==> src/rtl/xmb_pkg.sv <==
package xmb_pkg;

  typedef enum logic [1:0] {
    WS_NONE     = 2'd0,
    WS_ONE      = 2'd1,
    WS_TWO      = 2'd2,
    WS_TWO_HOLD = 2'd3
  } ws_mode_e;

  // phase counter width; longest access is 14 half-clock phases
  localparam int unsigned PH_W = 4;

  localparam logic [PH_W-1:0] PH_ONE          = PH_W'(1);
  localparam logic [PH_W-1:0] PH_ALE_FIRST    = PH_W'(1);
  localparam logic [PH_W-1:0] PH_ALE_LAST     = PH_W'(2);
  localparam logic [PH_W-1:0] PH_ADDR_TAIL    = PH_W'(3);
  localparam logic [PH_W-1:0] PH_STROBE_START = PH_W'(4);

  // strobe-low length in half-clock phases
  function automatic logic [PH_W-1:0] strobe_ticks(ws_mode_e m);
    logic [PH_W-1:0] t;
    case (m)
      WS_NONE: t = PH_W'(2);
      WS_ONE:  t = PH_W'(4);
      default: t = PH_W'(6);
    endcase
    return t;
  endfunction

  // tail after the strobe rises, in half-clock phases
  function automatic logic [PH_W-1:0] hold_ticks(ws_mode_e m);
    logic [PH_W-1:0] t;
    if (m == WS_TWO_HOLD) t = PH_W'(4);
    else                  t = PH_W'(2);
    return t;
  endfunction

endpackage

==> src/rtl/xmb_seq.sv <==
module xmb_seq
  import xmb_pkg::*;
(
  input  logic     clk,
  input  logic     rst_n,
  input  logic     start,
  input  logic     start_wr,
  input  ws_mode_e start_mode,
  output logic     busy,
  output logic     last,
  output logic     is_wr,
  output logic     ale_win,
  output logic     addr_win,
  output logic     strobe_win,
  output logic     drive_win,
  output logic     cap_win
);

  logic            active_q, active_d;
  logic [PH_W-1:0] phase_q, phase_d;
  ws_mode_e        mode_q, mode_d;
  logic            wr_q, wr_d;
  logic            seq_en;
  logic [PH_W-1:0] strobe_end;
  logic [PH_W-1:0] last_ph;

  assign strobe_end = PH_STROBE_START + strobe_ticks(mode_q);
  assign last_ph    = strobe_end + hold_ticks(mode_q) - PH_ONE;

  assign busy  = active_q;
  assign is_wr = wr_q;
  assign last  = active_q && (phase_q == last_ph);

  // next-state
  always_comb begin
    active_d = active_q;
    phase_d  = phase_q;
    mode_d   = mode_q;
    wr_d     = wr_q;
    if (start) begin
      active_d = 1'b1;
      phase_d  = '0;
      mode_d   = start_mode;
      wr_d     = start_wr;
    end else if (active_q) begin
      if (last) active_d = 1'b0;
      else      phase_d  = phase_q + PH_ONE;
    end
  end

  assign seq_en = start | active_q;

  always_ff @(posedge clk or negedge rst_n) begin
    if (!rst_n) begin
      active_q <= 1'b0;
      phase_q  <= '0;
      mode_q   <= WS_NONE;
      wr_q     <= 1'b0;
    end else if (seq_en) begin
      active_q <= active_d;
      phase_q  <= phase_d;
      mode_q   <= mode_d;
      wr_q     <= wr_d;
    end
  end

  // window decode
  always_comb begin
    ale_win    = active_q && (phase_q >= PH_ALE_FIRST) && (phase_q <= PH_ALE_LAST);
    addr_win   = active_q && ((phase_q < PH_ADDR_TAIL) ||
                              ((phase_q == PH_ADDR_TAIL) && !wr_q));
    strobe_win = active_q && (phase_q >= PH_STROBE_START) && (phase_q < strobe_end);
    drive_win  = addr_win || (active_q && wr_q);
    cap_win    = active_q && !wr_q && (phase_q == strobe_end - PH_ONE);
  end

  AST_ALE_OPENS_TWO: assert property (@(posedge clk) disable iff (!rst_n)
    $rose(ale_win) |=> ale_win);
  AST_ALE_CLOSES_TWO: assert property (@(posedge clk) disable iff (!rst_n)
    (ale_win && $past(ale_win)) |=> !ale_win);

endmodule

==> src/rtl/xmb_dp.sv <==
module xmb_dp #(
  parameter int unsigned AW = 16,
  parameter int unsigned DW = 8
) (
  input  logic          clk,
  input  logic          rst_n,
  input  logic          start,
  input  logic [AW-1:0] req_addr,
  input  logic [DW-1:0] req_wdata,
  input  logic          addr_win,
  input  logic          drive_win,
  input  logic          cap_win,
  input  logic [DW-1:0] bus_ad_in,
  output logic [AW-DW-1:0] ahi,
  output logic [DW-1:0] ad_out,
  output logic          ad_oe,
  output logic [DW-1:0] rdata
);

  logic [AW-1:0] addr_q;
  logic [DW-1:0] wdata_q;
  logic [DW-1:0] rdata_q;

  always_ff @(posedge clk or negedge rst_n) begin
    if (!rst_n) begin
      addr_q  <= '0;
      wdata_q <= '0;
    end else if (start) begin
      addr_q  <= req_addr;
      wdata_q <= req_wdata;
    end
  end

  always_ff @(posedge clk or negedge rst_n) begin
    if (!rst_n)       rdata_q <= '0;
    else if (cap_win) rdata_q <= bus_ad_in;
  end

  always_comb begin
    if (!drive_win)    ad_out = '0;
    else if (addr_win) ad_out = addr_q[DW-1:0];
    else               ad_out = wdata_q;
  end

  assign ad_oe = drive_win;
  assign ahi   = addr_q[AW-1:DW];
  assign rdata = rdata_q;

endmodule

==> src/rtl/xmem_mux_ctrl.sv <==
module xmem_mux_ctrl
  import xmb_pkg::*;
#(
  parameter int unsigned AW = 16,
  parameter int unsigned DW = 8
) (
  input  logic             clk,
  input  logic             rst_n,
  input  logic             req_valid,
  output logic             req_ready,
  input  logic             req_write,
  input  logic [1:0]       req_mode,
  input  logic [AW-1:0]    req_addr,
  input  logic [DW-1:0]    req_wdata,
  output logic             done,
  output logic [DW-1:0]    rdata,
  output logic             bus_ale,
  output logic             bus_rd_n,
  output logic             bus_wr_n,
  output logic [AW-DW-1:0] bus_ahi,
  output logic [DW-1:0]    bus_ad_out,
  output logic             bus_ad_oe,
  input  logic [DW-1:0]    bus_ad_in
);

  logic start, busy, last, is_wr;
  logic ale_win, addr_win, strobe_win, drive_win, cap_win;

  assign req_ready = !busy || last;
  assign start     = req_valid && req_ready;

  xmb_seq u_seq (
    .clk        (clk),
    .rst_n      (rst_n),
    .start      (start),
    .start_wr   (req_write),
    .start_mode (ws_mode_e'(req_mode)),
    .busy       (busy),
    .last       (last),
    .is_wr      (is_wr),
    .ale_win    (ale_win),
    .addr_win   (addr_win),
    .strobe_win (strobe_win),
    .drive_win  (drive_win),
    .cap_win    (cap_win)
  );

  xmb_dp #(.AW(AW), .DW(DW)) u_dp (
    .clk       (clk),
    .rst_n     (rst_n),
    .start     (start),
    .req_addr  (req_addr),
    .req_wdata (req_wdata),
    .addr_win  (addr_win),
    .drive_win (drive_win),
    .cap_win   (cap_win),
    .bus_ad_in (bus_ad_in),
    .ahi       (bus_ahi),
    .ad_out    (bus_ad_out),
    .ad_oe     (bus_ad_oe),
    .rdata     (rdata)
  );

  assign bus_ale  = ale_win;
  assign bus_rd_n = !(strobe_win && !is_wr);
  assign bus_wr_n = !(strobe_win && is_wr);
  assign done     = last;

  AST_STROBES_EXCL: assert property (@(posedge clk) disable iff (!rst_n)
    !(!bus_rd_n && !bus_wr_n));
  AST_ALE_NO_STROBE: assert property (@(posedge clk) disable iff (!rst_n)
    bus_ale |-> (bus_rd_n && bus_wr_n));
  AST_RD_PORT_FREE: assert property (@(posedge clk) disable iff (!rst_n)
    !bus_rd_n |-> !bus_ad_oe);
  AST_WR_PORT_DRIVEN: assert property (@(posedge clk) disable iff (!rst_n)
    !bus_wr_n |-> bus_ad_oe);
  AST_DONE_SINGLE: assert property (@(posedge clk) disable iff (!rst_n)
    done |=> !done);
  AST_AHI_STEADY: assert property (@(posedge clk) disable iff (!rst_n)
    (busy && !last) |=> $stable(bus_ahi));

endmodule

==> config.mk <==
export PLATFORM = sky130hd
export DESIGN_NAME = xmem_mux_ctrl
export DESIGN_NICKNAME = d
export VERILOG_FILES = /design/src/rtl/xmb_pkg.sv /design/src/rtl/xmb_seq.sv /design/src/rtl/xmb_dp.sv /design/src/rtl/xmem_mux_ctrl.sv
export SDC_FILE = /design/constraint.sdc
export NUM_CORES = 1
export LEC_CHECK = 0
export BUFFER_PORTS_ARGS = -buffer_cell sky130_fd_sc_hd__clkbuf_2
export CAP_MARGIN = 20
export CORE_AREA = 2 2 71 73
export DETAILED_ROUTE_END_ITERATION = 10
export DIE_AREA = 0 0 73 75
export PLACE_DENSITY = 0.8
export SETUP_SLACK_MARGIN = 0.4
export SLEW_MARGIN = 20
export SYNTH_ARGS = -nofsm -noshare
export SYNTH_HDL_FRONTEND = slang
export SYNTH_SLANG_ARGS = --single-unit
==> constraint.sdc <==
create_clock -name clk -period 4.5 [get_ports clk]
set_clock_uncertainty 0.05 [all_clocks]
set_input_delay 0 -clock clk [delete_from_list [all_inputs] [get_ports clk]]
set_output_delay 0 -clock clk [all_outputs]
set_load 0.005 [all_outputs]
# == After elaboration in Yosys (flattened, before gate mapping) ==
# Cells that the tools add are included.
# op_classes
n_reduce_logical,24
n_lt_le_gt_ge,5
eq_ne,6
muxes,10
bitwise_logic,1
add_sub_neg,5
# ops
op,n
$mux 8,2
$logic_and 1x1->1,13
$mux 4,3
$eq 4x4->1,2
$sub 4x1->4 const B,2
$pmux 3 s2,1
$add 3x3->4 const A,1
$add 4x1->4 const B,1
$add 4x3->4,1
$eq 4x2->1 const B,1
$ge 4x1->1 const B,1
$ge 4x3->1 const B,1
$le 4x2->1 const B,1
$logic_not 1->1,4
$lt 4x2->1 const B,1
$lt 4x4->1,1
$logic_or 1x1->1,3
$mux 1,3
$mux 3,1
$reduce_and 3->1,1
$eq 2x1->1 const B,1
$eq 2x2->1 const B,1
$logic_not 2->1,1
$ne 2x1->1 const B,1
3 further kinds,3
# totals
elab_cells,58
inputBits,38
out_inout_bits,30
ff_bits,40

# == Longest topological paths before layout ==
# logic_depth
depth_word,11
ltp_mapped,8
ltp_nobuf,8

# == By module ==
# A second synthesis with hierarchy kept.
# unflattened
hier_cells,176
area_unflattened_um2,2248.4
# modules_own_cells
module,cells_each,instances,seq_area_each_um2,area_each_um2
xmb_dp,94,1,800.8,1497.7
xmb_seq,78,1,200.2,718.2
xmem_mux_ctrl,4,1,0.0,32.5

# == Worst setup path after synthesis ==
# No wires, ideal clock.
# synth_path
kind,flip-flop to flip-flop
start,register u_seq.mode_q[0]
end,register u_dp.addr_q[0]
setup_time_ns,0.125
n_path_buf,1
required_ns,4.325
slack_ns,2.402
period_less_slack_ns,2.098
path_stages_with_launch,9
arrival_ns,1.923
path_cell_list,dfrtp_1 inv_1 ha_1 ha_1 nand2_1 o31ai_4 nand2_4 buf_6 mux2_2
# synth_via
elab_chain_len,9
elab_cells_between_ends,12
cone_classes,3 x add/sub; 3 x eq/ne; 2 x mux; 4 x reduce/logical
# synth_lines
item,line_no,text
"start, declared",xmb_seq.sv:21,"ws_mode_e mode_q, mode_d;"
"start signal, assigned",xmb_seq.sv:62,mode_q <= mode_d;
$eq 2x1->1 or $logic_not 2->1 (tied branches),xmb_pkg.sv:22,case (m)
$pmux 3 s2,xmb_pkg.sv:22,
$add 3x3->4,xmb_seq.sv:27,assign strobe_end = PH_STROBE_START + strobe_ticks(mode_q);
$add 4x3->4 (*),xmb_seq.sv:28,assign last_ph = strobe_end + hold_ticks(mode_q) - PH_ONE;
$sub 4x1->4 (*),xmb_seq.sv:28,
$eq 4x4->1 (*),xmb_seq.sv:32,assign last = active_q && (phase_q == last_ph);
$logic_and 1x1->1 (*),xmb_seq.sv:32,
$logic_or 1x1->1 (*),xmem_mux_ctrl.sv:29,assign req_ready = !busy || last;
net req_ready,xmem_mux_ctrl.sv:10,"output logic req_ready,"
$logic_and 1x1->1 (*),xmem_mux_ctrl.sv:30,assign start = req_valid && req_ready;
"end signal, assigned",xmb_dp.sv:29,addr_q <= req_addr;
"end, declared",xmb_dp.sv:20,logic [AW-1:0] addr_q;
# Mark *: on every way through the listed nets, which the timed path passes. The rest lies on a longest branch.
# A chain may end at the register's enable or synchronous reset.

# == Worst setup path in the final report ==
# layout_path
start,register u_seq.mode_q[0]
end,output port bus_wr_n
# layout_via
elab_chain_len,7
elab_cells_between_ends,8
cone_classes,1 x add/sub; 1 x order compare; 1 x eq/ne; 1 x mux; 4 x reduce/logical
# layout_lines
item,line_no,text
$eq 2x1->1 or $logic_not 2->1 (tied branches),xmb_pkg.sv:22,
$pmux 3 s2 (*),xmb_pkg.sv:22,
$add 3x3->4 (*),xmb_seq.sv:27,
$lt 4x4->1 (*),xmb_seq.sv:72,strobe_win = active_q && (phase_q >= PH_STROBE_START) && (phase_q < strobe_end);
$logic_and 1x1->1 (*),xmb_seq.sv:72,
$logic_and 1x1->1 (*),xmem_mux_ctrl.sv:66,assign bus_wr_n = !(strobe_win && is_wr);
$logic_not 1->1 (*),xmem_mux_ctrl.sv:66,
"end, declared",xmem_mux_ctrl.sv:19,"output logic bus_wr_n,"
# Mark *: on every way between the ends. The rest lies on a longest branch, timed or not.

==> flow_summary.toml <==
[cts]
post-cts-setup-buffer-count = 0
cts_max_level = 2
clk_pin_slew_ns = 0.07
clk_latency_ns = 0.29
ctsResizeCount = 0
cts_buffer_depth = 2
cts_root_buf = "clkbuf_8"
numCtsBuffers = 5
cts_tree = "built"
cts_hold_buf = 37
clock_sinks = 40

[logic_synthesis]
yosysMostFrequentCell = "dfrtp_1"
ys_warn_count = 0
synth-edff-count = 0
synth_top_flop_cell = "dfrtp_1"
syn-num-nets = 212
ys_seq_elements = 40
syn_area_um2 = 2036
synth_top_area_share = 0.4917
synthArstFlopShare = 1.000
synth_seq_area_share = 0.4917
synthCells = 164
avgSynthCellArea_um2 = 12.41
yosysTopAreaCell = "dfrtp_1"
synthTopCellsByArea = "dfrtp_1, mux2_2, ha_1"
yosysUniqueCellTypes = 32
synth_commonest_cells = "dfrtp_1, mux2_2, inv_1, ha_1, nor2_1"

[sta]
fmax_mhz = 437.0
hold_viol_final = 0
setup_violations = 0
finalMaxSlewViolations = 0
setup_tns_ns = 0
min_period_over_period = 0.5085
max-slew-margin-rel = 0.3708
rsz0062_at_grt = "false"
post-route-min-period_ns = 2.288
tightest_slew_ns = 0.9439
final.setup.worst_slack_ns = 2.212
timing.hold.ws_ns = 0.3649

[status]
status = "finished clean"

[layout]
fin_cells = 317
num_antenna_cells = 0
drive_gt1_frac = 0.4297
design_area_um2 = 2795
nNetsFinal = 311
areaGrowthSynthToFinish_pct = 37.31
fin_util = 0.5997

[routing]
routed_wl_mm = 4.462
top_layer_used = "met4"
routedWlPerCell_um = 14.08
viasPerCell = 4.871
dr_wl_met2_mm = 2.419
drc = 0
dr.first_iter.drc_count = 46
ant_nets = 0
met1_length_mm = 1.777
vias = 1544
drtPass1Iterations = 4
route.met3.wl_um = 209

[floorplanning]
fp-row-count = 25
dieArea_um2 = 5475
die-height_um = 75
ios = 68
initial_core_util = 0.4368
die_w_um = 73
core-area_um2 = 4661

[setup_path]
cp-end-kind = "output pin"
critPathMaxFanout = 4
reg2reg_depth = 7
crit_arrival_ns = 2.24
max_stage_delay_ns = 0.46
start_kind = "register"
crit_path_top_delay_cell = "or3b_2"
crit_type = "reg2out"
required_ns = 4.45
rrSetupSlack_ns = 2.23
worstPathCellList = "inv_1, ha_1, inv_1, ha_1, nor2b_1, o21ai_0, nand3b_1, or3b_2, clkbuf_2"
r2r-end = "u_dp.wdata_q[2]"
r2r-start = "u_seq.mode_q[0]"

[min_path]
hp-class = "in2async"

[grt]
antenna_found_initial = 0
grt_first_pass_wirelength_mm = 7.169
track_usage = 0.1734
grt_overflow = 0
grt_pass1_vias = 1555
grt_max_degree = 41

[placed_design]
dp_hpwl_mm = 2.893
gp_congestion = 0.7605
io_buffers = 67
placed_cells = 273
dp_slack_ns = 2.216
place_area_um2 = 2347

[pwr]
power.density_nw_per_um2 = 694.1
p_leak_nw = 1.397
ir_worst_vdd_mv = 0.3544
total_power_mw = 1.940

[run]
drv_cap = 0
-- where the power goes --
part	switching [mW]	leakage [nW]	internal, mW	total, mW
Clock	0.115	0.0410	0.105	0.220
Combinational	0.474	0.880	0.556	1.03
Sequential	0.143	0.476	0.547	0.690
-- sequential cells by signal, indices dropped and copies added (netlist names) --
signal / count
u_seq.is_wr: 1
u_seq.mode_q: 2
u_dp.addr_q: 16
u_seq.busy: 1
u_dp.wdata_q: 8
u_seq.phase_q: 4
u_dp.rdata: 8
-- cell families after synthesis --
| kind of cell | count (synthesis) | synth area share |
|---|---|---|
| flip-flops | 40 | 0.4917 |
| XOR/XNOR | 4 | 0.01721 |
| AND/OR/NAND/NOR | 32 | 0.08175 |
| buffers and inverters | 23 | 0.06515 |
| AO/OA/AOI/OAI | 11 | 0.04425 |
| adder cells (fa/ha/maj) | 10 | 0.06146 |
| multiplexers | 44 | 0.2385 |
-- layout make-up --
class | count | area, µm²
well taps | 54 | 67.56
flip-flops and latches | 40 | 1001
repair buffers | 104 | 705.7
clock inverters | 1 | 5.005
multi-input cells | 101 | 902.1
fillers | 383 | 1866
inverters | 11 | 41.29
clock buffers | 6 | 72.57
-- critical path, delay by kind of cell, from the launching register on --
kind / cells / cell delay (ns)
simple gates: 3 / 0.68
fa+ha+maj: 2 / 0.45
flops: 1 / 0.41
buf+inv: 3 / 0.28
compound gates: 1 / 0.14
-- cell usage in the layout (no fill, tap or decap), drive strengths merged, types with 2 or more instances in the layout --
cell | Yosys | routed
mux2 | 36 | 36
nor3b | 2 | 2
nor3 | 3 | 3
clkbuf | 1 | 73
dfrtp | 40 | 40
o21ai | 4 | 4
nor2 | 10 | 10
inv | 11 | 11
dlygate4sd3 | 0 | 37
xnor2 | 4 | 4
nand3 | 2 | 2
o31ai | 2 | 2
nor2b | 2 | 2
mux2i | 8 | 8
nand2 | 7 | 7
ha | 10 | 10
-- how the worst max path moves through the flow --
stage / from / endpoint / slack, ns / cells after the start
final: u_seq.mode_q[0] / bus_wr_n / 2.21 / 9
after global routing: u_seq.mode_q[0] / bus_wr_n / 2.02 / 9
after CTS: u_seq.mode_q[0] / bus_wr_n / 2.18 / 9
after detailed placement: u_seq.mode_q[0] / u_dp.wdata_q[2] / 2.22 / 7
after global placement: u_seq.mode_q[0] / u_dp.wdata_q[5] / 2.29 / 7
after floorplan: u_seq.mode_q[0] / u_dp.addr_q[0] / 2.40 / 8
-- routing by layer --
layer  track usage  vias to the layer above
met5             0                        -
met4       0.06379                        0
met3       0.05355                        6
met2        0.2983                       46
met1        0.2052                      738
li1              -                      754
Note: power is estimated with default switching activity, not from simulation.
